`config.mk`:
```
export PLATFORM = sky130hd
export DESIGN_NAME = dphy_lane_seq
export DESIGN_NICKNAME = d
export VERILOG_FILES = /design/src/rtl/dphy_seq_pkg.sv /design/src/rtl/dphy_seq_cfg.sv /design/src/rtl/dphy_seq_timer.sv /design/src/rtl/dphy_seq_fsm.sv /design/src/rtl/dphy_seq_hsdata.sv /design/src/rtl/dphy_lane_seq.sv
export SDC_FILE = /design/constraint.sdc
export NUM_CORES = 1
export LEC_CHECK = 0
export ABC_AREA = 0
export CORE_ASPECT_RATIO = 1.4
export CORE_MARGIN = 5
export CORE_UTILIZATION = 51
export CTS_BUF_LIST = sky130_fd_sc_hd__clkbuf_16
export DETAILED_ROUTE_END_ITERATION = 8
export PLACE_DENSITY = 0.93
export SLEW_MARGIN = 10
export SYNTH_ARGS = -nofsm -noshare
export SYNTH_HDL_FRONTEND = slang
export SYNTH_SLANG_ARGS = --single-unit
```
`constraint.sdc`:
```
create_clock -name clk_i -period 3.6 [get_ports clk_i]
set_input_delay 1.08 -clock clk_i [delete_from_list [all_inputs] [get_ports clk_i]]
set_output_delay 1.08 -clock clk_i [all_outputs]
set_load 0.01 [all_outputs]
```
`src/rtl/dphy_seq_pkg.sv`:
```
package dphy_seq_pkg;

   typedef enum logic [2:0] {
      ST_IDLE  = 3'd0,
      ST_LP01  = 3'd1,
      ST_LP00  = 3'd2,
      ST_HSZ   = 3'd3,
      ST_PAY   = 3'd4,
      ST_TRAIL = 3'd5,
      ST_EXIT  = 3'd6
   } lane_st_e;

   localparam int unsigned NUM_FLD   = 5;
   localparam int unsigned FLD_LPX   = 0;
   localparam int unsigned FLD_PREP  = 1;
   localparam int unsigned FLD_ZERO  = 2;
   localparam int unsigned FLD_TRAIL = 3;
   localparam int unsigned FLD_EXIT  = 4;

   // true when the field lives in the general word, false for the lane word
   function automatic bit fld_in_gen(input int unsigned idx);
      return (idx == FLD_LPX) || (idx == FLD_EXIT);
   endfunction

   // slot of the field inside its word, in units of the field width
   function automatic int unsigned fld_slot(input int unsigned idx);
      case (idx)
         FLD_LPX:   return 1;
         FLD_PREP:  return 0;
         FLD_ZERO:  return 1;
         FLD_TRAIL: return 2;
         default:   return 0;
      endcase
   endfunction

endpackage

```
`src/rtl/dphy_seq_cfg.sv`:
```
module dphy_seq_cfg
   import dphy_seq_pkg::*;
#(
   parameter int unsigned FLD_W  = 8,
   parameter int unsigned WORD_W = 32
) (
   input  logic                              clk_i,
   input  logic                              rst_ni,
   input  logic                              cap_i,
   input  logic [WORD_W-1:0]                 lane_word_i,
   input  logic [WORD_W-1:0]                 gen_word_i,
   output logic [NUM_FLD-1:0][FLD_W-1:0]     live_o,
   output logic [NUM_FLD-1:0][FLD_W-1:0]     held_o
);

   localparam int unsigned LANE_USED = 3 * FLD_W;
   localparam int unsigned GEN_USED  = 2 * FLD_W;
   localparam logic [FLD_W-1:0] ONE  = FLD_W'(1);

   for (genvar g = 0; g < NUM_FLD; g++) begin : g_fld
      localparam int unsigned OFS = fld_slot(g) * FLD_W;
      logic [FLD_W-1:0] raw;
      if (fld_in_gen(g)) begin : g_gen
         assign raw = gen_word_i[OFS +: FLD_W];
      end else begin : g_lane
         assign raw = lane_word_i[OFS +: FLD_W];
      end
      // a zero count still yields one cycle
      assign live_o[g] = (raw == '0) ? ONE : raw;

      always_ff @(posedge clk_i or negedge rst_ni) begin
         if (!rst_ni) begin
            held_o[g] <= ONE;
         end else if (cap_i) begin
            held_o[g] <= live_o[g];
         end
      end
   end

   if (WORD_W > LANE_USED) begin : g_lane_spare
      logic unused_lane_hi;
      assign unused_lane_hi = ^lane_word_i[WORD_W-1:LANE_USED];
   end
   if (WORD_W > GEN_USED) begin : g_gen_spare
      logic unused_gen_hi;
      assign unused_gen_hi = ^gen_word_i[WORD_W-1:GEN_USED];
   end

endmodule

```
`src/rtl/dphy_seq_timer.sv`:
```
module dphy_seq_timer #(
   parameter int unsigned CNT_W = 8
) (
   input  logic             clk_i,
   input  logic             rst_ni,
   input  logic             load_i,
   input  logic [CNT_W-1:0] len_i,
   output logic             done_o
);

   logic [CNT_W-1:0] cnt_q;

   // len_i is never zero, so len_i - 1 cycles remain after the load cycle
   always_ff @(posedge clk_i or negedge rst_ni) begin
      if (!rst_ni) begin
         cnt_q <= '0;
      end else if (load_i) begin
         cnt_q <= len_i - CNT_W'(1);
      end else if (cnt_q != '0) begin
         cnt_q <= cnt_q - CNT_W'(1);
      end
   end

   assign done_o = (cnt_q == '0);

endmodule

```
`src/rtl/dphy_seq_fsm.sv`:
```
module dphy_seq_fsm
   import dphy_seq_pkg::*;
#(
   parameter int unsigned FLD_W = 8
) (
   input  logic                          clk_i,
   input  logic                          rst_ni,
   input  logic                          req_i,
   input  logic                          valid_i,
   input  logic                          last_i,
   input  logic                          done_i,
   input  logic [FLD_W-1:0]              live_lpx_i,
   input  logic [NUM_FLD-1:0][FLD_W-1:0] held_i,
   output lane_st_e                      state_o,
   output logic                          accept_o,
   output logic                          load_o,
   output logic [FLD_W-1:0]              len_o
);

   lane_st_e state_q, state_d;
   logic     pend_q;
   logic [FLD_W-1:0] unused_held_lpx;

   assign unused_held_lpx = held_i[FLD_LPX];

   always_comb begin
      state_d  = state_q;
      accept_o = 1'b0;
      load_o   = 1'b0;
      len_o    = '0;
      unique case (state_q)
         ST_IDLE: if (req_i || pend_q) begin
            state_d  = ST_LP01;
            accept_o = 1'b1;
            load_o   = 1'b1;
            len_o    = live_lpx_i;
         end
         ST_LP01: if (done_i) begin
            state_d = ST_LP00;
            load_o  = 1'b1;
            len_o   = held_i[FLD_PREP];
         end
         ST_LP00: if (done_i) begin
            state_d = ST_HSZ;
            load_o  = 1'b1;
            len_o   = held_i[FLD_ZERO];
         end
         ST_HSZ: if (done_i) begin
            state_d = ST_PAY;
         end
         ST_PAY: if (valid_i && last_i) begin
            state_d = ST_TRAIL;
            load_o  = 1'b1;
            len_o   = held_i[FLD_TRAIL];
         end
         ST_TRAIL: if (done_i) begin
            state_d = ST_EXIT;
            load_o  = 1'b1;
            len_o   = held_i[FLD_EXIT];
         end
         ST_EXIT: if (done_i) begin
            state_d = ST_IDLE;
         end
         default: state_d = ST_IDLE;
      endcase
   end

   always_ff @(posedge clk_i or negedge rst_ni) begin
      if (!rst_ni) begin
         state_q <= ST_IDLE;
         pend_q  <= 1'b0;
      end else begin
         state_q <= state_d;
         pend_q  <= accept_o ? 1'b0 : (pend_q | req_i);
      end
   end

   assign state_o = state_q;

endmodule

```
`src/rtl/dphy_seq_hsdata.sv`:
```
module dphy_seq_hsdata
   import dphy_seq_pkg::*;
#(
   parameter int unsigned DATA_W   = 8,
   parameter bit          MSB_LAST = 1'b1
) (
   input  logic              clk_i,
   input  logic              rst_ni,
   input  lane_st_e          state_i,
   input  logic [DATA_W-1:0] data_i,
   input  logic              valid_i,
   output logic [DATA_W-1:0] hs_data_o
);

   logic [DATA_W-1:0] last_q;
   logic              final_bit;

   always_ff @(posedge clk_i or negedge rst_ni) begin
      if (!rst_ni) begin
         last_q <= '0;
      end else if (state_i == ST_HSZ) begin
         last_q <= '0;
      end else if (state_i == ST_PAY && valid_i) begin
         last_q <= data_i;
      end
   end

   if (MSB_LAST) begin : g_msb
      assign final_bit = last_q[DATA_W-1];
   end else begin : g_lsb
      assign final_bit = last_q[0];
   end

   always_comb begin
      unique case (state_i)
         ST_PAY:   hs_data_o = valid_i ? data_i : last_q;
         ST_TRAIL: hs_data_o = {DATA_W{~final_bit}};
         default:  hs_data_o = '0;
      endcase
   end

endmodule

```
`src/rtl/dphy_lane_seq.sv`:
```
module dphy_lane_seq
   import dphy_seq_pkg::*;
#(
   parameter int unsigned FLD_W    = 8,
   parameter int unsigned WORD_W   = 32,
   parameter int unsigned DATA_W   = 8,
   parameter bit          MSB_LAST = 1'b1
) (
   input  logic              clk_i,
   input  logic              rst_ni,
   input  logic              burst_req_i,
   input  logic [DATA_W-1:0] tx_data_i,
   input  logic              tx_valid_i,
   input  logic              tx_last_i,
   output logic              tx_ready_o,
   input  logic [WORD_W-1:0] lane_timing_i,
   input  logic [WORD_W-1:0] gen_timing_i,
   output logic [1:0]        lp_line_o,
   output logic              hs_en_o,
   output logic [DATA_W-1:0] hs_data_o,
   output logic              busy_o
);

   if (FLD_W < 1) begin : g_bad_fld
      $error("FLD_W must be at least 1");
   end
   if (WORD_W < 3 * FLD_W) begin : g_bad_word
      $error("WORD_W must hold three timing fields");
   end
   if (DATA_W < 1) begin : g_bad_data
      $error("DATA_W must be at least 1");
   end

   lane_st_e                      state;
   logic                          accept, load, done;
   logic [FLD_W-1:0]              len;
   logic [NUM_FLD-1:0][FLD_W-1:0] live, held;

   dphy_seq_cfg #(.FLD_W(FLD_W), .WORD_W(WORD_W)) u_cfg (
      .clk_i       (clk_i),
      .rst_ni      (rst_ni),
      .cap_i       (accept),
      .lane_word_i (lane_timing_i),
      .gen_word_i  (gen_timing_i),
      .live_o      (live),
      .held_o      (held)
   );

   dphy_seq_fsm #(.FLD_W(FLD_W)) u_fsm (
      .clk_i      (clk_i),
      .rst_ni     (rst_ni),
      .req_i      (burst_req_i),
      .valid_i    (tx_valid_i),
      .last_i     (tx_last_i),
      .done_i     (done),
      .live_lpx_i (live[FLD_LPX]),
      .held_i     (held),
      .state_o    (state),
      .accept_o   (accept),
      .load_o     (load),
      .len_o      (len)
   );

   dphy_seq_timer #(.CNT_W(FLD_W)) u_timer (
      .clk_i  (clk_i),
      .rst_ni (rst_ni),
      .load_i (load),
      .len_i  (len),
      .done_o (done)
   );

   dphy_seq_hsdata #(.DATA_W(DATA_W), .MSB_LAST(MSB_LAST)) u_hsdata (
      .clk_i     (clk_i),
      .rst_ni    (rst_ni),
      .state_i   (state),
      .data_i    (tx_data_i),
      .valid_i   (tx_valid_i),
      .hs_data_o (hs_data_o)
   );

   always_comb begin
      unique case (state)
         ST_IDLE, ST_EXIT: lp_line_o = 2'b11;
         ST_LP01:          lp_line_o = 2'b01;
         default:          lp_line_o = 2'b00;
      endcase
   end

   assign hs_en_o    = (state == ST_HSZ) || (state == ST_PAY) || (state == ST_TRAIL);
   assign tx_ready_o = (state == ST_PAY);
   assign busy_o     = (state != ST_IDLE);

endmodule

```
==> flow_metrics.env <==
export IMPL_rows=33
export IMPL_drive_above_1_share=0.203
export IMPL_grt_max_degree=53
export IMPL_die_height_um=101
export IMPL_worst_pin_slew_ns=0.989
export IMPL_ys_seq_elements=52
export IMPL_p_total_w=0.00234
export IMPL_yosysSeqAreaShare=0.436
export IMPL_final_cell_mix="clkdlybuf4s50_1 (56), dfrtp_1 (48), mux2_2 (34), nand2_1 (27), o21ai_0 (27)"
export IMPL_grt_overflow=0
export IMPL_final_common_cell="clkdlybuf4s50_1"
export IMPL_synth_xor_area_frac=0.00293
export IMPL_synthSimpleGateAreaFrac=0.145
export IMPL_wirelength_mm=7.84
export IMPL_synth_fa_ha_area_frac=0.00752
export IMPL_grt_pass1_wl_mm=13.2
export IMPL_crit_fanout=12
export IMPL_cts_htree_levels=2
export IMPL_synth_edf_count=0
export IMPL_drv_slew=0
export IMPL_fin_area_um2=3880
export IMPL_die_width_um=74.8
export IMPL_yosysWarnings=0
export IMPL_period_minus_slack_ns=3.44
export IMPL_ir_drop_uv=395
export IMPL_wl_per_cell_um=18.2
export IMPL_place_ws_ns=-0.0504
export IMPL_root_buffer="clkbuf_16"
export IMPL_ys_types=48
export IMPL_clk_pin_slew_ns=0.07
export IMPL_critPathArrivalTime_ns=2.36
export IMPL_gp_congestion=0.901
export IMPL_timing_fmax_ghz=0.290
export IMPL_relSlewSlack=0.339
export IMPL_n_antenna_cell=0
export IMPL_finalSetupViolCount=0
export IMPL_rsz0062_at_grt="no"
export IMPL_initial_core_util=0.518
export IMPL_grtUsageTotal=0.225
export IMPL_powerDensity_nw_per_um2=603
export IMPL_hpwl_mm=5.90
export IMPL_area_growth_pct=29.6
export IMPL_syn_num_nets=370
export IMPL_drtPass1Iterations=5
export IMPL_clock_path_buffers=2
export IMPL_finalNetCount=437
export IMPL_finalClockSkew_ns=0.00496
export IMPL_required_ns=2.52
export IMPL_nFillCells=445
export IMPL_start_kind="input pin"
export IMPL_cap_violations=0
export IMPL_antenna_found_initial=0
export IMPL_p_leak_nw=1.61
export IMPL_numCtsBuffers=5
export IMPL_clk_latency_ns=0.29
export IMPL_tns_ns=0
export IMPL_clock_sinks=52
export IMPL_vias_per_cell=6.05
export IMPL_cts_hold_buf=0
export IMPL_crit_path_end_kind="output port"
export IMPL_synthCells=292
export IMPL_first_iter_violations=184
export IMPL_worst_setup_path_type="input pin to output port"
export IMPL_finalHoldViolations=0
export IMPL_postPlaceCellArea_um2=3740
export IMPL_synthMuxAreaShare=0.185
export IMPL_avgSynthCellArea_um2=10.3
export IMPL_synth_area_um2=2990
export IMPL_ioPinCount=90
export IMPL_vias=2603
export IMPL_status="completed"
export IMPL_portBuffers=65
export IMPL_fin_ws_ns=0.157
export IMPL_synth_main_ff_cell="dfrtp_1"
export IMPL_synth_compound_area_frac=0.187
export IMPL_antenna_left=0
export IMPL_grt_pass1_vias=2760
export IMPL_drc=0
export IMPL_synth_top_family_by_area="compound AO/OA/AOI/OAI gates"
export IMPL_cts_tree="built"
export IMPL_hold_class="flop to flop"
export IMPL_die_area_um2=7520
export IMPL_finalCritPeriodShare=0.957
export IMPL_async_flop_share=1.00
export IMPL_coreArea_um2=5780
[worst max-delay path, cell delays in order]
cell	delay, ns
clkdlybuf4s50_1	0.50
buf_12	0.15
mux2i_1	0.21
o21ai_0	0.11
dlygate4sd2_1	0.31
[flip-flops by register name, indices dropped and copies added, names as in the netlist]
signal and count:
u_cfg.held_o 32, u_fsm.pend_q 1, u_fsm.state_o 3, u_hsdata.last_q 8, u_timer.cnt_q 8
[stage by stage]
step                hold WS (ns)  instances  utilization
global route               0.516        430        0.671
finish                     0.506        430        0.671
detailed placement         0.493        422        0.646
CTS                        0.507        430        0.670
floorplan                  0.475        292            -
global placement           0.485        422        0.646
[synthesized netlist by cell type, types with 3 or more instances]
cell type   n  area share
buf_2       5      0.0084
o221a_2     8       0.030
nand3_1    13       0.022
mux2_2     34        0.13
a22oi_1     6       0.015
inv_1       5      0.0063
o21ai_0    27       0.045
buf_6       3       0.011
a22o_1      4       0.012
nor4_1      6       0.013
dfstp_2     4       0.035
nand2_1    27       0.034
nor2_1     20       0.025
a21oi_1    13       0.022
nor3_1      7       0.012
mux2i_1    17       0.057
clkbuf_1    6      0.0075
o22a_1      5       0.015
dfrtp_1    48        0.40
[where the power goes]
group	leakage, nW	total, W	internal, W	switching (W)
logic	0.915	0.000891	0.000467	0.000424
registers	0.626	0.000978	0.000841	0.000138
clock network	0.0712	0.000471	0.000257	0.000214
[final timing paths]
kind | startpoint | endpoint | slack, ns | cells after the start
worst min register to register | u_cfg.held_o[8]$_DFFE_PN1P_ | u_cfg.held_o[8]$_DFFE_PN1P_ | 0.51 | 2
min in group asynchronous | rst_ni | u_cfg.held_o[38]$_DFFE_PN0P_ | 0.81 | 1
worst min-delay path | u_cfg.held_o[8]$_DFFE_PN1P_ | u_cfg.held_o[8]$_DFFE_PN1P_ | 0.51 | 2
worst max-delay path | tx_valid_i | hs_data_o[4] | 0.16 | 5
max in group asynchronous | rst_ni | u_timer.cnt_q[1]$_DFFE_PN0P_ | 2.31 | 1
worst max register to register | u_fsm.state_o[1]$_DFFE_PN0P_ | u_timer.cnt_q[6]$_DFFE_PN0P_ | 0.88 | 10
[logic make-up after synthesis]
family | after synthesis
compound gates | 78
xor+xnor | 1
fa+ha+maj | 2
buf+inv | 21
flops | 52
mux | 51
simple gates | 87
[layer usage]
metal | part of all wire | routed length, µm | vias to the layer above | track usage
li1 | - | - | 1228 | -
met1 | 0.40 | 3110 | 1272 | 0.284
met2 | 0.53 | 4170 | 91 | 0.387
met3 | 0.055 | 429 | 12 | 0.0399
met4 | 0.017 | 130 | 0 | 0.0644
met5 | 0 | 0 | - | 0
[timing repair]
item / CTS / global route
resized for setup: 6 / 2
setup endpoints to repair: 6 / 2
buffers inserted: 0 / 0
[cell type report]
class | count | area, µm² | share of cell area
Clock buffer | 5 | 125 | 0.0322
Clock inverter | 3 | 20.0 | 0.00516
Inverter | 5 | 18.8 | 0.00484
Multi-Input combinational cell | 219 | 1580 | 0.408
Sequential cell | 52 | 1310 | 0.337
Tap cell | 70 | 87.6 | 0.0226
Timing Repair Buffer | 76 | 741 | 0.191
Power figures use the tool's default switching activity.
